`src/rtl/nibble_seq_pkg.sv`:
```
package nibble_seq_pkg;

  typedef enum logic [2:0] {
    K_SEQ,
    K_JC,
    K_JZ,
    K_JU,
    K_CALL,
    K_RET
  } kind_t;

  // leading and second nibbles that select a class
  localparam logic [3:0] LEAD_LONG = 4'hF;
  localparam logic [3:0] LEAD_MID  = 4'hE;
  localparam logic [3:0] LEAD_RET  = 4'h9;
  localparam logic [3:0] SUB_JC    = 4'hC;
  localparam logic [3:0] SUB_JZ    = 4'hD;
  localparam logic [3:0] SUB_JU    = 4'hE;
  localparam logic [3:0] SUB_CALL  = 4'hF;
  localparam logic [3:0] SUB_PORT  = 4'hC;
  localparam logic [3:0] SUB_RET   = 4'hF;

  // nibble counts per length class
  localparam int NIBS_SHORT = 2;
  localparam int NIBS_MID   = 3;
  localparam int NIBS_LONG  = 5;

  // cycle budgets per instruction class
  localparam int CYC_SHORT = 2;
  localparam int CYC_MID   = 3;
  localparam int CYC_PORT  = 4;
  localparam int CYC_RET   = 5;
  localparam int CYC_JUMP  = 6;
  localparam int CYC_CALL  = 9;

endpackage

```
`src/rtl/nibble_seq_decode.sv`:
```
module nibble_seq_decode
  import nibble_seq_pkg::*;
#(
  parameter int CYC_W = 4
) (
  input  logic [3:0]       lead,
  input  logic [3:0]       sub,
  output logic [2:0]       nibs,
  output logic [CYC_W-1:0] cycles,
  output kind_t            kind
);

  always_comb begin
    kind = K_SEQ;
    if (lead == LEAD_LONG) begin
      nibs   = 3'(NIBS_LONG);
      cycles = CYC_W'(CYC_JUMP);
      unique case (sub)
        SUB_JC:   kind = K_JC;
        SUB_JZ:   kind = K_JZ;
        SUB_JU:   kind = K_JU;
        SUB_CALL: begin
          kind   = K_CALL;
          cycles = CYC_W'(CYC_CALL);
        end
        default:  kind = K_SEQ;
      endcase
    end else if (lead == LEAD_MID) begin
      nibs   = 3'(NIBS_MID);
      cycles = (sub == SUB_PORT) ? CYC_W'(CYC_PORT) : CYC_W'(CYC_MID);
    end else begin
      nibs = 3'(NIBS_SHORT);
      if (lead == LEAD_RET && sub == SUB_RET) begin
        kind   = K_RET;
        cycles = CYC_W'(CYC_RET);
      end else begin
        cycles = CYC_W'(CYC_SHORT);
      end
    end
  end

endmodule

```
`src/rtl/nibble_seq_stack.sv`:
```
module nibble_seq_stack #(
  parameter int DEPTH = 4,
  parameter int AW    = 12
) (
  input  logic          clk,
  input  logic          rst,
  input  logic          push,
  input  logic          pop,
  input  logic [AW-1:0] push_addr,
  output logic [AW-1:0] top_addr
);

  localparam int PW = (DEPTH > 1) ? $clog2(DEPTH) : 1;
  localparam int CW = $clog2(DEPTH + 1);

  logic [AW-1:0] slots [DEPTH];
  logic [PW-1:0] top_q;
  logic [CW-1:0] cnt_q;
  logic [PW-1:0] up_idx;
  logic [PW-1:0] dn_idx;

  assign up_idx   = (top_q == PW'(DEPTH - 1)) ? '0 : top_q + PW'(1);
  assign dn_idx   = (top_q == '0) ? PW'(DEPTH - 1) : top_q - PW'(1);
  assign top_addr = (cnt_q == '0) ? '0 : slots[top_q];

  // storage without reset so it maps onto plain RAM bits
  always_ff @(posedge clk) begin
    if (push) slots[up_idx] <= push_addr;
  end

  always_ff @(posedge clk) begin
    if (rst) begin
      top_q <= PW'(DEPTH - 1);
      cnt_q <= '0;
    end else if (push) begin
      top_q <= up_idx;
      if (cnt_q != CW'(DEPTH)) cnt_q <= cnt_q + CW'(1);
    end else if (pop && cnt_q != '0) begin
      top_q <= dn_idx;
      cnt_q <= cnt_q - CW'(1);
    end
  end

endmodule

```
`src/rtl/nibble_sequencer.sv`:
```
module nibble_sequencer
  import nibble_seq_pkg::*;
#(
  parameter int PC_W      = 12,
  parameter int STK_DEPTH = 4,
  parameter int MAX_NIBS  = 5
) (
  input  logic                  clk,
  input  logic                  rst,
  output logic [PC_W-1:0]       mem_addr,
  input  logic [3:0]            mem_data,
  input  logic                  carry_in,
  input  logic                  zero_in,
  output logic                  exec_strobe,
  output logic [4*MAX_NIBS-1:0] instr_word,
  output logic [2:0]            instr_len
);

  localparam int WORD_W = 4 * MAX_NIBS;
  localparam int CYC_W  = $clog2(CYC_CALL + 1);

  logic [PC_W-1:0]   pc_q, pc_seq, pc_d;
  logic [CYC_W-1:0]  cyc_q, tot_q, cur_tot, d_cycles;
  logic [3:0]        lead_q, dec_lead;
  logic [2:0]        nibs_q, cur_nibs, d_nibs;
  kind_t             kind_q, cur_kind, d_kind;
  logic [WORD_W-1:0] word_q, word_cur;
  logic              fetching, last;
  logic              push, pop;
  logic [PC_W-1:0]   stk_top;

  assign dec_lead = (cyc_q == '0) ? mem_data : lead_q;

  nibble_seq_decode #(.CYC_W(CYC_W)) u_decode (
    .lead   (dec_lead),
    .sub    (mem_data),
    .nibs   (d_nibs),
    .cycles (d_cycles),
    .kind   (d_kind)
  );

  assign cur_nibs = (cyc_q == '0) ? d_nibs : nibs_q;
  assign cur_tot  = (cyc_q == CYC_W'(1)) ? d_cycles : tot_q;
  assign cur_kind = (cyc_q == CYC_W'(1)) ? d_kind : kind_q;
  assign fetching = cyc_q < CYC_W'(cur_nibs);
  assign last     = (cyc_q != '0) && (cyc_q + CYC_W'(1) == cur_tot);

  // drop the incoming nibble into its slot, first nibble on top
  always_comb begin
    word_cur = (cyc_q == '0) ? '0 : word_q;
    for (int k = 0; k < MAX_NIBS; k++) begin
      if (fetching && cyc_q == CYC_W'(k))
        word_cur[WORD_W-1-4*k -: 4] = mem_data;
    end
  end

  assign pc_seq = fetching ? pc_q + PC_W'(1) : pc_q;

  always_comb begin
    pc_d = pc_seq;
    push = 1'b0;
    pop  = 1'b0;
    if (last) begin
      unique case (cur_kind)
        K_JC:   if (carry_in) pc_d = word_cur[PC_W-1:0];
        K_JZ:   if (zero_in)  pc_d = word_cur[PC_W-1:0];
        K_JU:   pc_d = word_cur[PC_W-1:0];
        K_CALL: begin
          pc_d = word_cur[PC_W-1:0];
          push = 1'b1;
        end
        K_RET:  begin
          pc_d = stk_top;
          pop  = 1'b1;
        end
        default: pc_d = pc_seq;
      endcase
    end
  end

  nibble_seq_stack #(.DEPTH(STK_DEPTH), .AW(PC_W)) u_stack (
    .clk       (clk),
    .rst       (rst),
    .push      (push),
    .pop       (pop),
    .push_addr (pc_seq),
    .top_addr  (stk_top)
  );

  always_ff @(posedge clk) begin
    if (rst) begin
      pc_q        <= '0;
      cyc_q       <= '0;
      lead_q      <= '0;
      nibs_q      <= '0;
      tot_q       <= '0;
      kind_q      <= K_SEQ;
      word_q      <= '0;
      exec_strobe <= 1'b0;
      instr_word  <= '0;
      instr_len   <= '0;
    end else begin
      pc_q        <= pc_d;
      word_q      <= word_cur;
      exec_strobe <= last;
      cyc_q       <= last ? '0 : cyc_q + CYC_W'(1);
      if (cyc_q == '0) begin
        lead_q <= mem_data;
        nibs_q <= d_nibs;
      end
      if (cyc_q == CYC_W'(1)) begin
        tot_q  <= d_cycles;
        kind_q <= d_kind;
      end
      if (last) begin
        instr_word <= word_cur;
        instr_len  <= cur_nibs;
      end
    end
  end

  assign mem_addr = pc_q;

endmodule

```
`config.mk`:
```
export PLATFORM = sky130hd
export DESIGN_NAME = nibble_sequencer
export DESIGN_NICKNAME = d
export VERILOG_FILES = /design/src/rtl/nibble_seq_pkg.sv /design/src/rtl/nibble_seq_decode.sv /design/src/rtl/nibble_seq_stack.sv /design/src/rtl/nibble_sequencer.sv
export SDC_FILE = /design/constraint.sdc
export NUM_CORES = 1
export LEC_CHECK = 0
export BUFFER_PORTS_ARGS = -buffer_cell sky130_fd_sc_hd__buf_2
export CAP_MARGIN = 40
export CORE_MARGIN = 8
export CORE_UTILIZATION = 55
export CTS_CLUSTER_SIZE = 8
export DETAILED_ROUTE_END_ITERATION = 6
export MAX_ROUTING_LAYER = met4
export PLACE_DENSITY_LB_ADDON = 0.05
export SKIP_CTS_REPAIR_TIMING = 1
export SYNTH_ARGS = -nofsm -noshare
export SYNTH_HDL_FRONTEND = slang
export SYNTH_SLANG_ARGS = --single-unit
export TNS_END_PERCENT = 20
```
`constraint.sdc`:
```
create_clock -name clk -period 5.15 [get_ports clk]
set_input_delay 1.03 -clock clk [delete_from_list [all_inputs] [get_ports clk]]
set_output_delay 1.03 -clock clk [all_outputs]
set_load 0.02 [all_outputs]
```
=== Word-level counts from Yosys, hierarchy flattened ===
Memory sizes are Yosys's and may differ from the RTL's. A register that Yosys moved wholly into a read port is not among the register bits.
Index checks and enable logic that the tools add are counted.

* Register bits: 79
* Bits of input ports: 8
* Output and inout port bits: 36
* Memories: 1
* Logic and storage cells: 99
* Memory bits (writable): 48

* Muxes and demuxes: 42
* Add/sub/neg operators: 6
* Reductions and logical operators: 17
* Magnitude comparators: 1
* Eq/ne operators: 20

{| class="wikitable"
|+ Memory list
! name !! words !! bits a word !! rd ports !! clocked after memory_dff !! write ports !! RTL line !! RTL
|-
| u_stack.slots || 4 || 12 || 1 || 1 || 1 || nibble_seq_stack.sv:16 || <nowiki>logic [AW-1:0] slots [DEPTH];</nowiki>
|}

{| class="wikitable"
|+ Operator list
! operator !! number
|-
| $mux 12 || 5
|-
| $pmux 12 s4 || 1
|-
| $mux 4 || 10
|-
| $mux 3 || 11
|-
| $eq 4x4->1 const B || 7
|-
| $mux 20 || 1
|-
| $add 12x1->12 const B || 1
|-
| $mux 2 || 6
|-
| $pmux 3 s4 || 1
|-
| $eq 4x2->1 const B || 2
|-
| $logic_and 1x1->1 || 8
|-
| $mux 1 || 7
|-
| $eq 3x2->1 const B || 2
|-
| $eq 3x3->1 const B || 2
|-
| $add 4x1->4 const B || 1
|-
| $eq 4x1->1 const B || 1
|-
| $eq 4x3->1 const B || 1
|-
| $eq 4x4->1 || 1
|-
| $logic_not 4->1 || 1
|-
| $lt 4x3->1 || 1
|-
| $reduce_bool 4->1 || 1
|-
| $reduce_or 2->1 || 2
|-
| $add 3x1->3 const B || 1
|-
| $eq 3x1->1 const B || 1
|-
| other kinds (11) || 11
|}

=== Depth between registers and ports, before layout ===
* Depth in word-level cells: 16
* Depth in mapped cells: 16
* Gate-level depth less buffers: 14

=== Modules after synthesis ===
From an unflattened synthesis, not the netlist that was laid out.

* Cells, all modules: 532
* Area total of the unflattened synthesis: 5911.9 µm²

{| class="wikitable"
|+ Modules (own cells, without submodules)
! module !! instances !! seq. area each (µm²) !! cells an instance !! area each (µm²)
|-
| nibble_sequencer || 1 || 1481.4 || 383 || 3513.4
|-
| nibble_seq_stack || 1 || 1581.5 || 120 || 2220.9
|-
| nibble_seq_decode || 1 || 0.0 || 29 || 177.7
|}

=== Worst setup path after synthesis ===
Ideal clock, no wire load.

* Path kind: in2reg
* Start point: input mem_data[1]
* End point: register u_stack.cnt_q[2]
* Stages: 14
* Required time: 5.027 ns
* Setup time: 0.123 ns
* Data arrival time: 4.255 ns
* Path buffers: 2
* Setup slack: 0.771 ns
* Path through: buf_2 nand4_4 or4_4 a311o_1 o221ai_2 nand3_2 nor3_2 buf_2 nand2_1 fa_1 xor2_1 o311ai_1 nor4_1 mux2_1

* Longest elaborated chain between the ends: 13
* Elaborated cells on any way between the ends: 33
* Those cells by class: 11 x eq/ne; 17 x mux; 5 x reduce/logical

{| class="wikitable"
|+ RTL lines
! item !! RTL line !! RTL
|-
| start: declaration || nibble_sequencer.sv:11 || <nowiki>input logic [3:0] mem_data,</nowiki>
|-
| $mux 4 || n/a ||
|-
| $eq 4x4->1 || nibble_seq_decode.sv:33 || <nowiki>if (lead == LEAD_RET && sub == SUB_RET) begin</nowiki>
|-
| $logic_and 1x1->1 || nibble_seq_decode.sv:33 ||
|-
| $mux 3 || nibble_seq_decode.sv:33 ||
|-
| $mux 3 or $mux 4 (tied branches) || nibble_seq_decode.sv:28 || <nowiki>end else if (lead == LEAD_MID) begin</nowiki>
|-
| $mux 3 or $mux 4 (tied branches) || nibble_seq_decode.sv:15 || <nowiki>if (lead == LEAD_LONG) begin</nowiki>
|-
| $mux 3 or $mux 4 (tied branches) || n/a ||
|-
| $eq 3x3->1 or $eq 4x4->1 (tied branches) || nibble_sequencer.sv:64, nibble_sequencer.sv:46 ||
|-
| $mux 1 or $logic_and 1x1->1 (tied branches) || nibble_sequencer.sv:64, nibble_sequencer.sv:46 ||
|-
| $mux 1 || nibble_sequencer.sv:63 || <nowiki>if (last) begin</nowiki>
|-
| $logic_and 1x1->1 || nibble_seq_stack.sv:38 || <nowiki>end else if (pop && cnt_q != '0) begin</nowiki>
|-
| $reduce_bool 2->1 (no source line) || n/a ||
|-
| $reduce_and 2->1 (no source line) || n/a ||
|-
| end signal: assignment || nibble_seq_stack.sv:37 || <nowiki>if (cnt_q != CW'(DEPTH)) cnt_q <= cnt_q + CW'(1);</nowiki>
|-
| end signal: assignment || nibble_seq_stack.sv:40 || <nowiki>cnt_q <= cnt_q - CW'(1);</nowiki>
|-
| end: declaration || nibble_seq_stack.sv:18 || <nowiki>logic [CW-1:0] cnt_q;</nowiki>
|}

Several ways; a longest one is shown, not always the timed one.
A chain may end at the register's enable or synchronous reset.

=== Worst setup path after layout ===
* Start point: register cyc_q[0]
* End point: register u_stack.cnt_q[2]

* Longest elaborated chain between the ends: 14
* Elaborated cells on any way between the ends: 30
* Those cells by class: 1 x add/sub; 8 x eq/ne; 14 x mux; 7 x reduce/logical

{| class="wikitable"
|+ RTL lines
! item !! RTL line !! RTL
|-
| start: declaration || nibble_sequencer.sv:23 || <nowiki>logic [CYC_W-1:0] cyc_q, tot_q, cur_tot, d_cycles;</nowiki>
|-
| start signal: assignment || nibble_sequencer.sv:106 || <nowiki>cyc_q <= last ? '0 : cyc_q + CYC_W'(1);</nowiki>
|-
| $logic_not 4->1 || nibble_sequencer.sv:32 || <nowiki>assign dec_lead = (cyc_q == '0) ? mem_data : lead_q;</nowiki>
|-
| $mux 4 || n/a ||
|-
| $eq 4x4->1 || nibble_seq_decode.sv:33 ||
|-
| $logic_and 1x1->1 || nibble_seq_decode.sv:33 ||
|-
| $mux 3 || nibble_seq_decode.sv:33 ||
|-
| $mux 3 or $mux 4 (tied branches) || nibble_seq_decode.sv:28 ||
|-
| $mux 3 or $mux 4 (tied branches) || nibble_seq_decode.sv:15 ||
|-
| $mux 3 or $mux 4 (tied branches) || n/a ||
|-
| $eq 3x3->1 or $eq 4x4->1 (tied branches) || nibble_sequencer.sv:64, nibble_sequencer.sv:46 ||
|-
| $mux 1 or $logic_and 1x1->1 (tied branches) || nibble_sequencer.sv:64, nibble_sequencer.sv:46 ||
|-
| $mux 1 || nibble_sequencer.sv:63 ||
|-
| $logic_and 1x1->1 || nibble_seq_stack.sv:38 ||
|-
| $reduce_bool 2->1 (no source line) || n/a ||
|-
| $reduce_and 2->1 (no source line) || n/a ||
|}

Several ways; a longest one is shown, not always the timed one.

==> qor.csv <==
stage,metric,value,unit
hold_path,hold_class,flip-flop to flip-flop,
timing,rsz0062_at_grt,no,
synth,syn_inst,583,
critical_path,worst_ep_required_time,5.57,ns
clock_network,cts_tree,yes,
clock_network,clk_latency,0.53,ns
global_routing,grt_use_total,22.2,%
timing,worst_pin_slew,0.958,ns
route,post-route-drc-count,0,
synth,synth_edf_count,48,
power,cellPowerDensity,579,nW/µm²
synth,synth_area_leaders,"dfxtp_1 27%, edfxtp_1 24%, mux4_2 4.4%",
global_routing,grt_antenna_before_repair,0,
synth,ys_ff_latch,129,
timing,setup_slack,1.14,ns
timing,min_period_over_period,77.8,%
route,routed_wl,15500,µm
synth,yosys_warnings,0,
clock_network,path_clk_slew,0.06,ns
synth,synth_area,6120,µm²
timing,finalHoldViolations,0,
clock_network,cts_made_buffers,17,
critical_path,critPathLaunchType,flip-flop,
route,dr.first_iter.drc_count,501,
route,vias,4771,
synth,synth_top_flop_cell,dfxtp_1,
synth,syn-num-nets,605,
timing,setup_tns,0,ns
outcome,status,completed,
clock_network,cts.sinks,129,
timing,relSlewSlack,35.3,%
global_routing,grt_pass1_vias,4665,
global_routing,grt_pass1_wl,24700,µm
layout,multi_input_area,2750,µm²
timing,setup_viol,0,
floorplan,die_h,121,µm
layout,area_growth,14.4,%
critical_path,path_class,flip-flop to flip-flop,
placed_design,post-dp-hpwl,10500,µm
power,ir_drop,0.000397,V
layout,seq_area,3060,µm²
critical_path,critPathCaptureType,flip-flop,
placed_design,gp_congestion,0.830,
synth,synth_top_area_cell,dfxtp_1,
route,viasPerCell,6.24,
layout,final_layout_size_suffix_gt1_share,18.4,%
floorplan,core_area,10800,µm²
floorplan,row_count,38,
placed_design,io_buffers,43,
timing,worst_clock_skew,0.00626,ns
global_routing,grt_max_degree,57,
critical_path,worst_r2r_path_depth,13,
floorplan,dieWidth,121,µm
synth,synth_largest_type_area_fraction,26.5,%
placed_design,pre_cts_slack,0.936,ns
flow_run,max_cap_viol_count,0,
clock_network,clockBufferDepth,2,
clock_network,cts_root_buf,clkbuf_8,
synth,syn-mean-instance-area,10.5,µm²
layout,num-nets-final,634,
global_routing,overflow,0,
layout,antennaDiodeCount,0,
critical_path,worstPathMaxFanout,9,
timing,fmax,0.250,GHz
hold_path,min_path_cells,2,
route,ant_nets,0,
synth,yosysSeqAreaShare,50.1,%
layout,nFillCells,860,
timing,maxSlewViolCount,0,
floorplan,dieArea,14800,µm²
floorplan,io_pins,44,
route,post_drt_wl_per_cell,20.3,µm
critical_path,cp_data_arrival_time,4.42,ns
timing,fin_crit,4.01,ns
route,dr.pass1.iters,6,
power,leakagePower,0.00279,µW
floorplan,start_util,56.4,%
synth,synth.distinct_cells,73,
clock_network,h-tree-depth,4,
synth,async_flop_share,0,%
==> where the power goes <==
group          switching [µW]  internal [µW]  leakage, µW
clock network             451            736     0.000283
registers                 115           1240      0.00110
logic                    1030            481      0.00141
==> layout make-up <==
cell class / count / area share, %
sequential: 129 / 43.8
multi-input combinational: 382 / 39.4
clock buffer: 18 / 5.97
timing repair buffer: 57 / 4.69
tap: 140 / 2.50
clock inverter: 14 / 2.34
inverter: 25 / 1.34
==> per-stage QoR <==
| stage | util [%] | std cells | cell area, µm² | hold WS, ns | total power, µW |
|---|---|---|---|---|---|
| after floorplan | - | 583 | 6120 | 0.451 | 2440 |
| after global placement | 59.0 | 731 | 6390 | 0.452 | 2840 |
| after detailed placement | 59.0 | 732 | 6400 | 0.465 | 2870 |
| after CTS | 64.4 | 764 | 6980 | 0.474 | 4060 |
| after global routing | 64.5 | 765 | 7000 | 0.500 | 4260 |
| final | 64.5 | 765 | 7000 | 0.474 | 4050 |
==> registers in the layout, summed over array words and instances (netlist names), 3 cells and up, named ones only <==
register,flops
nibs_q,3
mem_addr,12
word_q,20
tot_q,4
instr_word,20
u_stack.cnt_q,3
cyc_q,4
kind_q,3
instr_len,3
lead_q,4
u_stack.slots,48
==> cells in the mapped netlist (all sizes together) (16+ instances only) <==
cell type  count
buf           22
edfxtp        48
inv           25
a31oi         26
clkbuf        25
and2          16
nor4          17
nand2         39
a21oi         28
dfxtp         81
nor3          26
nor2          35
==> cell usage in the layout (no fill, tap or decap), types with 4 or more instances in the layout <==
cell        n
a211oi_1   11
a21oi_1    28
a31oi_1    25
and2_1     16
and3_1     12
and4_1      5
buf_2      43
buf_4      13
clkbuf_16  16
clkinv_2    4
dfxtp_1    81
edfxtp_1   48
ha_1       13
inv_1      25
mux2i_1    13
mux4_2     12
nand2_1    39
nand3_1    11
nand4_1     4
nor2_1     35
nor2b_1    15
nor3_1     24
nor4_1     16
o22ai_1    12
o311ai_0    4
o31ai_1     4
xnor2_1    11
xor2_1      6
==> routing by layer <==
layer	track usage (%)	routed length (µm)	vias up	share of wire (%)
met5	-	0	-	0
met4	9.33	362	0	2.3
met3	5.35	917	30	5.9
met2	33.6	7290	173	47
met1	27.8	6940	2344	45
li1	-	-	2224	-
==> cell families after synthesis <==
logic type                 count (synthesis)  share of synthesized area, %
buffers and inverters                     72                          5.14
xor gates and xnor gates                  19                          2.72
DFF                                      129                          50.1
muxes                                     27                          6.91
and+or+nand+nor                          204                          18.7
AOI/OAI and AO/OA                        118                          13.5
adders and majority gates                 14                          2.99
==> worst paths after layout <==
kind	startpoint	end	slack [ns]
max	cyc_q[0]	u_stack.cnt_q[2]	1.14
min	instr_len[1]	instr_len[1]	0.47
max reg2reg	cyc_q[0]	u_stack.cnt_q[2]	1.14
min reg2reg	instr_len[1]	instr_len[1]	0.47
==> critical path, stage by stage, from the launching register on <==
cell and delay, ns:
dfxtp_1 0.40, inv_1 0.15, ha_1 0.29, nor3b_2 0.49
buf_4 0.26, or4_1 0.16, a31oi_2 0.23, nor3_2 0.54
nand2_1 0.13, fa_1 0.40, xor2_1 0.17, o311ai_1 0.12
nor4_1 0.22, mux2_1 0.35
Note: power is estimated with default switching activity, not from simulation.
